<file path="src/rtl/bus_arb_pkg.sv">
package bus_arb_pkg;
  typedef enum logic [1:0] {
    RSP_OKAY  = 2'b00,
    RSP_ERROR = 2'b01,
    RSP_RETRY = 2'b10,
    RSP_SPLIT = 2'b11
  } slave_resp_e;
endpackage

</file>
<file path="src/rtl/arb_prio_pick.sv">
// Lowest-index-first picker: one-hot winner, its index, and an any flag.
module arb_prio_pick #(
  parameter int N     = 4,
  parameter int IDX_W = 2
) (
  input  logic [N-1:0]     cand,
  output logic [N-1:0]     pick_oh,
  output logic [IDX_W-1:0] pick_idx,
  output logic             found
);
  logic [N:0] seen;
  assign seen[0] = 1'b0;

  for (genvar i = 0; i < N; i++) begin : g_chain
    assign seen[i+1]  = seen[i] | cand[i];
    assign pick_oh[i] = cand[i] & ~seen[i];
  end

  assign found = seen[N];

  always_comb begin
    pick_idx = '0;
    for (int i = 0; i < N; i++) begin
      if (pick_oh[i]) pick_idx = pick_idx | IDX_W'(i);
    end
  end
endmodule

</file>
<file path="src/rtl/arb_split_mask.sv">
// Per-master split mask: set wins over clear on the same bit.
module arb_split_mask #(
  parameter int N = 4
) (
  input  logic         clk,
  input  logic         rst,
  input  logic [N-1:0] set_vec,
  input  logic [N-1:0] clr_vec,
  output logic [N-1:0] mask_q,
  output logic [N-1:0] mask_next
);
  assign mask_next = (mask_q & ~clr_vec) | set_vec;

  always_ff @(posedge clk) begin
    if (rst) mask_q <= '0;
    else     mask_q <= mask_next;
  end

  // a cleared bit (not simultaneously set) is gone on the next cycle
  a_r8_unsplit_clears: assert property (@(posedge clk) disable iff (rst)
    1'b1 |=> ((mask_q & $past(clr_vec & ~set_vec)) == '0));

  // a set bit is present on the next cycle regardless of clears
  a_r10_set_wins: assert property (@(posedge clk) disable iff (rst)
    (set_vec != '0) |=> ((mask_q & $past(set_vec)) == $past(set_vec)));
endmodule

</file>
<file path="src/rtl/bus_arbiter_split.sv">
module bus_arbiter_split
  import bus_arb_pkg::*;
#(
  parameter int N_MASTERS      = 4,
  parameter int DEFAULT_MASTER = 0,
  parameter int IDX_W          = (N_MASTERS > 1) ? $clog2(N_MASTERS) : 1
) (
  input  logic                 clk,
  input  logic                 rst,
  input  logic [N_MASTERS-1:0] req,
  input  logic                 bus_ready,
  input  logic [1:0]           resp,
  input  logic [N_MASTERS-1:0] unsplit,
  output logic [N_MASTERS-1:0] grant,
  output logic [IDX_W-1:0]     owner
);
  localparam logic [N_MASTERS-1:0] DEF_OH = N_MASTERS'(1) << DEFAULT_MASTER;
  localparam logic [IDX_W-1:0]     DEF_IX = IDX_W'(DEFAULT_MASTER);

  logic [N_MASTERS-1:0] owner_oh, split_set, mask_q, mask_next;
  logic [N_MASTERS-1:0] cand, win_oh, next_grant, grant_dec_oh;
  logic [IDX_W-1:0]     win_idx, grant_idx;
  logic                 win_found, grant_nonzero, split_now;

  assign split_now = bus_ready && (slave_resp_e'(resp) == RSP_SPLIT);
  assign owner_oh  = N_MASTERS'(1) << owner;
  assign split_set = split_now ? owner_oh : '0;

  arb_split_mask #(.N(N_MASTERS)) u_mask (
    .clk       (clk),
    .rst       (rst),
    .set_vec   (split_set),
    .clr_vec   (unsplit),
    .mask_q    (mask_q),
    .mask_next (mask_next)
  );

  assign cand = req & ~mask_next;

  arb_prio_pick #(.N(N_MASTERS), .IDX_W(IDX_W)) u_pick (
    .cand     (cand),
    .pick_oh  (win_oh),
    .pick_idx (win_idx),
    .found    (win_found)
  );

  // Encoder for the current one-hot grant (reuses the picker)
  arb_prio_pick #(.N(N_MASTERS), .IDX_W(IDX_W)) u_enc (
    .cand     (grant),
    .pick_oh  (grant_dec_oh),
    .pick_idx (grant_idx),
    .found    (grant_nonzero)
  );

  assign next_grant = win_found ? win_oh : DEF_OH;

  always_ff @(posedge clk) begin
    if (rst) begin
      grant <= DEF_OH;
      owner <= DEF_IX;
    end else if (bus_ready) begin
      grant <= next_grant;
      owner <= grant_idx;
    end
  end

  a_r2_grant_onehot: assert property (@(posedge clk) disable iff (rst)
    grant_nonzero && (grant_dec_oh == grant));

  a_r3_hold_in_wait: assert property (@(posedge clk) disable iff (rst)
    !bus_ready |=> ($stable(grant) && $stable(owner)));

  a_r5_owner_tracks: assert property (@(posedge clk) disable iff (rst)
    bus_ready |=> (owner == $past(grant_idx)));

  a_r7_split_parks: assert property (@(posedge clk) disable iff (rst)
    split_now |=> (mask_q[$past(owner)] &&
                   (!grant[$past(owner)] || ($past(owner) == DEF_IX))));

  a_r9_default_idle: assert property (@(posedge clk) disable iff (rst)
    (bus_ready && !win_found) |=> (grant == DEF_OH));

  a_r4_masked_lose: assert property (@(posedge clk) disable iff (rst)
    ((grant & mask_q) == '0) || (grant == DEF_OH));
endmodule

</file>
<file path="config.mk">
export PLATFORM = sky130hd
export DESIGN_NAME = bus_arbiter_split
export DESIGN_NICKNAME = d
export VERILOG_FILES = /design/src/rtl/bus_arb_pkg.sv /design/src/rtl/arb_prio_pick.sv /design/src/rtl/arb_split_mask.sv /design/src/rtl/bus_arbiter_split.sv
export SDC_FILE = /design/constraint.sdc
export NUM_CORES = 1
export LEC_CHECK = 0
export BUFFER_PORTS_ARGS = -buffer_cell sky130_fd_sc_hd__buf_2
export CAP_MARGIN = 20
export CORE_AREA = 5 5 42 44
export DETAILED_ROUTE_END_ITERATION = 7
export DIE_AREA = 0 0 47 49
export HOLD_SLACK_MARGIN = 0.06
export MAX_ROUTING_LAYER = met4
export PLACE_DENSITY = 0.65
export SKIP_CTS_REPAIR_TIMING = 1
export SLEW_MARGIN = 20
export SYNTH_ARGS = -nofsm -noshare
export SYNTH_HDL_FRONTEND = slang
export SYNTH_SLANG_ARGS = --single-unit
</file>
<file path="constraint.sdc">
create_clock -name clk -period 1.4 [get_ports clk]
set_input_delay 0.14 -clock clk [delete_from_list [all_inputs] [get_ports clk]]
set_output_delay 0.14 -clock clk [all_outputs]
set_load 0.02 [all_outputs]
</file>
# Yosys cells after proc, flatten, opt, wreduce, memory -nomap -nowiden
# Cells that the tools add are included.
[word_totals] reg_bits=10 input_bits=13 wordCells=33 out_inout_bits=6
[classes] mux=5 reduce_logical=1 eq_ne=1 shift=1 n_bitwise=22
[ops] operator="$and A4 B4 Y4" n=2
[ops] operator="$mux W4" n=2
[ops] operator="$not A4 Y4" n=2
[ops] operator="$and A1 B1 Y1" n=6
[ops] operator="$not A1 Y1" n=6
[ops] operator="$or A1 B1 Y1" n=5
[ops] operator="$mux W2" n=2
[ops] operator="$or A4 B4 Y4" n=1
[ops] operator="$shl A1 B2 Y4 const A" n=1
[ops] operator="$eq A2 B2 Y1 const B" n=1
[ops] operator="$logic_and A1 B1 Y1" n=1
[ops] operator="$mux W1" n=1

# Logic depth before layout (Yosys ltp)
[depth] depth_word=11 mapped_depth=4 ltp_nobuf=4

# Cells and area by module
# A second synthesis with hierarchy kept.
[hier_totals] cells_unflattened=75 area_unflattened_um2=591.8
[by_module_without_submodules] mod="bus_arbiter_split" cells_each=35 instances=1 seq_area_each_um2=120.1 area_per_inst_um2=289.0
[by_module_without_submodules] mod="arb_split_mask" cells_each=20 instances=1 seq_area_each_um2=80.1 area_per_inst_um2=185.2
[by_module_without_submodules] mod="arb_prio_pick" cells_each=10 instances=2 seq_area_each_um2=0.0 area_per_inst_um2=58.8

# Worst setup path before layout
# Ideal clock, no wire load.
[synth_path] kind="flip-flop to flip-flop" startpoint="register owner[1]" endpoint="register grant[3]" path_buffers=0 path_slack_ps=54 synth_period_minus_slack_ps=1346 arrival_time_ps=1254 required_time_ps=1308 setup_time_ps=92 path_stages_with_launch=5 cell_sequence="dfxtp_1 -> nand4_1 -> o221ai_1 -> o211ai_1 -> o32ai_1"
[synth_via] elab_chain_len=10 elab_cells_between_ends=11 cone_classes="shift (1); mux (2); bitwise (8)"
[synth_rtl] item="start, declared" line_no="bus_arbiter_split.sv:15" text="output logic [IDX_W-1:0] owner"
[synth_rtl] item="start signal, assigned" line_no="bus_arbiter_split.sv:63" text="owner <= grant_idx;"
[synth_rtl] item="$shl A1 B2 Y4 *" line_no="bus_arbiter_split.sv:26" text="assign owner_oh = N_MASTERS'(1) << owner;"
[synth_rtl] item="$mux W4 *" line_no="bus_arbiter_split.sv:27" text="assign split_set = split_now ? owner_oh : '0;"
[synth_rtl] item="$or A4 B4 Y4 *" line_no="arb_split_mask.sv:12" text="assign mask_next = (mask_q & ~clr_vec) | set_vec;"
[synth_rtl] item="$not A4 Y4 *" line_no="bus_arbiter_split.sv:38" text="assign cand = req & ~mask_next;"
[synth_rtl] item="$and A4 B4 Y4 *" line_no="bus_arbiter_split.sv:38"
[synth_rtl] item="$or A1 B1 Y1 (2 in a row)" line_no="arb_prio_pick.sv:15" text="assign seen[i+1] = seen[i] | cand[i];"
[synth_rtl] item="$not A1 Y1" line_no="arb_prio_pick.sv:16" text="assign pick_oh[i] = cand[i] & ~seen[i];"
[synth_rtl] item="$and A1 B1 Y1" line_no="arb_prio_pick.sv:16"
[synth_rtl] item="$mux W4 *" line_no="bus_arbiter_split.sv:55" text="assign next_grant = win_found ? win_oh : DEF_OH;"
[synth_rtl] item="end signal, assigned" line_no="bus_arbiter_split.sv:62" text="grant <= next_grant;"
[synth_rtl] item="end, declared" line_no="bus_arbiter_split.sv:14" text="output logic [N_MASTERS-1:0] grant,"
# Every way passes the cells marked *; elsewhere a longest branch is shown, timed or not.
# A chain may end at the register's enable or synchronous reset.

# Worst setup path in the final report
[layout_path] startpoint="register owner[1]" endpoint="register grant[0]"
[layout_via] elab_chain_len=9
[layout_rtl] item="$shl A1 B2 Y4 *" line_no="bus_arbiter_split.sv:26"
[layout_rtl] item="$mux W4 *" line_no="bus_arbiter_split.sv:27"
[layout_rtl] item="$or A4 B4 Y4 *" line_no="arb_split_mask.sv:12"
[layout_rtl] item="$not A4 Y4 *" line_no="bus_arbiter_split.sv:38"
[layout_rtl] item="$and A4 B4 Y4 *" line_no="bus_arbiter_split.sv:38"
[layout_rtl] item="$or A1 B1 Y1 (3 in a row)" line_no="arb_prio_pick.sv:15"
[layout_rtl] item="$mux W4 *" line_no="bus_arbiter_split.sv:55"
# Marked as above.

==> metrics.txt <==
kind of end point of the critical path=flop; dpl hpwl=907.2 um; total detailed-routing wirelength=1188 um; clock insertion delay at the later pin of the skew report=0.26 ns; count of unresolved DRC violations after routing=0; Sinks on Clock Net=10; Via Count=478; total die area=0.002303 mm2; number of register bits inferred by synthesis=10; Sum Neg Setup Slack=0 ns; total number of placement rows=14; post-synthesis area per instance=8.918 um2; Ant. Diodes=0; post-synthesis to final-layout area growth=32.14%; highest-count cells in the layout ignoring fill and taps=buf_2 (18), dfxtp_1 (9), nor2_1 (7); peak supply drop=0.5756 mV; Worst Max-Slew Pin Slew=0.3592 ns; share of cells above drive strength 1=42.86%; part of the Yosys area used for sequential elements=40.82%; filler-free cell count of the finished design=93; post-place setup slack=-0.01293 ns; antenna-violating nets left=0; Overall Global Routing Usage=10.85%; maximum number of pins on one net before global-route repair=13; first-pass GRT wire length=1794 um; highest achievable clock rate=780.4 MHz; syn nets=68; final hold violation count=0; Max Clock Skew=0.002265 ns; final-report max-slew violation count=0; normalized max-slew margin=75.44%; input/output buffers=18; Final nets=91; data arrival time of the worst path=1.47 ns; Die Ht=49 um; post-synth cell types=26; setup slack of the most critical reg-to-reg path=0.12 ns; register clock-pin slew on the reported worst setup and hold paths=0.07 ns; violation count after the first detailed-route iteration=3; number of buffers on the longest clock path=2; class of the most critical hold timing path=in -> reg; Initial Util=35.00%; count of placed standard cells including taps=89; number of antenna violations at the first check in global routing=0; required time of the worst setup path=1.59 ns; number of fill cells=151; number of H-tree branching levels=1; routed length per instance=12.77 um; Cell Pwr Density=985.1 mW/mm2; Layout Utilization=46.25%; number of warnings printed during yosys synthesis=0; most common cell after layout, fill and taps aside=buf_2; time the worst path needs with I/O delays and setup=1.281 ns; number of instances in the synthesized netlist=55; horizontal die dimension=47 um; I/O pins=19; crit path max fanout=6; average via count per standard cell=5.140; crit share post-route=91.52%; RSZ-0062 raised after global routing=false; worst setup path category=reg -> reg; area of the mapped netlist=490.5 um2; Final setup viols=0; max-cap violations=0; Core Box Area=0.001401 mm2; number of iterations in the first detailed-routing pass=4; TritonCTS clock tree=done; number of global-route vias before repair=440; Num CTS Buffers=3; Setup crit start kind=flop; total grt overflow=0; Root Buffer Master=clkbuf_4; leak pwr=0.2709 nW; routability cong.=0.8150; slack of the critical path=0.1187 ns; status=finished clean
[kinds of logic after synthesis]
group | Yosys count | synth area share [%]
DFF | 10 | 40.82
buffers and inverters | 7 | 5.356
AOI/OAI and AO/OA | 17 | 31.13
and+or+nand+nor | 21 | 22.70
[critical path, cell delays in order (launching register included)]
cell and delay (ns):
dfxtp_2 0.41, nand4_1 0.19, a2bb2oi_1 0.21, a41o_2 0.28
a21oi_1 0.11
[cell usage after synthesis (all sizes together)]
cell type / instances / area [um2]
nand3: 2 / 15.01
or3: 2 / 13.77
nor3: 2 / 15.01
nor2: 7 / 26.28
o32ai: 1 / 8.760
o41ai: 1 / 16.27
o21ai: 1 / 8.760
o211ai: 1 / 7.510
a41o: 1 / 11.26
nand2b: 2 / 12.51
a2bb2oi: 1 / 8.760
nand4: 1 / 6.260
o311ai: 1 / 26.28
inv: 6 / 22.52
o221ai: 1 / 8.760
clkbuf: 1 / 3.750
and2: 1 / 7.510
a22o: 1 / 8.760
a2111oi: 1 / 8.760
a21oi: 6 / 30.03
dfxtp: 10 / 200.2
nand2: 4 / 15.01
o22a: 1 / 8.760
[power by group]
group          switching [mW]  internal, mW  total [mW]
logic                  0.0455        0.0345      0.0800
clock network           0.103         0.158       0.260
registers             0.00642         0.292       0.298
total                   0.154         0.484       0.638
[state kept, by name (all words and copies together), names as in the netlist]
register	flops
owner	2
u_mask.mask_q	4
grant	4
[metrics by stage]
step	total power, mW	hold slack, ns	instance area (um2)
after floorplan	0.3475	0.2598	490.5
after global placement	0.3827	0.4209	604.3
after CTS	0.6474	0.1470	640.6
final	0.6385	0.1570	648.1
after detailed placement	0.3832	0.4269	604.3
after global routing	0.6749	0.1527	648.1
[worst paths after layout]
kind,end,start,cells past startpoint
max reg2reg,grant[0],owner[1],4
max,grant[0],owner[1],4
min reg2reg,u_mask.mask_q[1],u_mask.mask_q[1],2
min,grant[2],req[2],3
[layout make-up]
class	count	area, um2	share of cell area [%]
timing repair buffer	19	97.59	15.06
tap	16	20.02	3.089
inverter	6	22.52	3.475
multi-input combinational	38	270.3	41.70
clock buffer	4	36.28	5.598
sequential	10	201.4	31.08
[routing by layer]
layer	share of wire [%]	GRT usage, %
met5	0	-
met2	46	14.48
met3	6.0	3.321
met1	47	14.35
met4	0.34	5.530
Note: power is estimated with default switching activity, not from simulation.
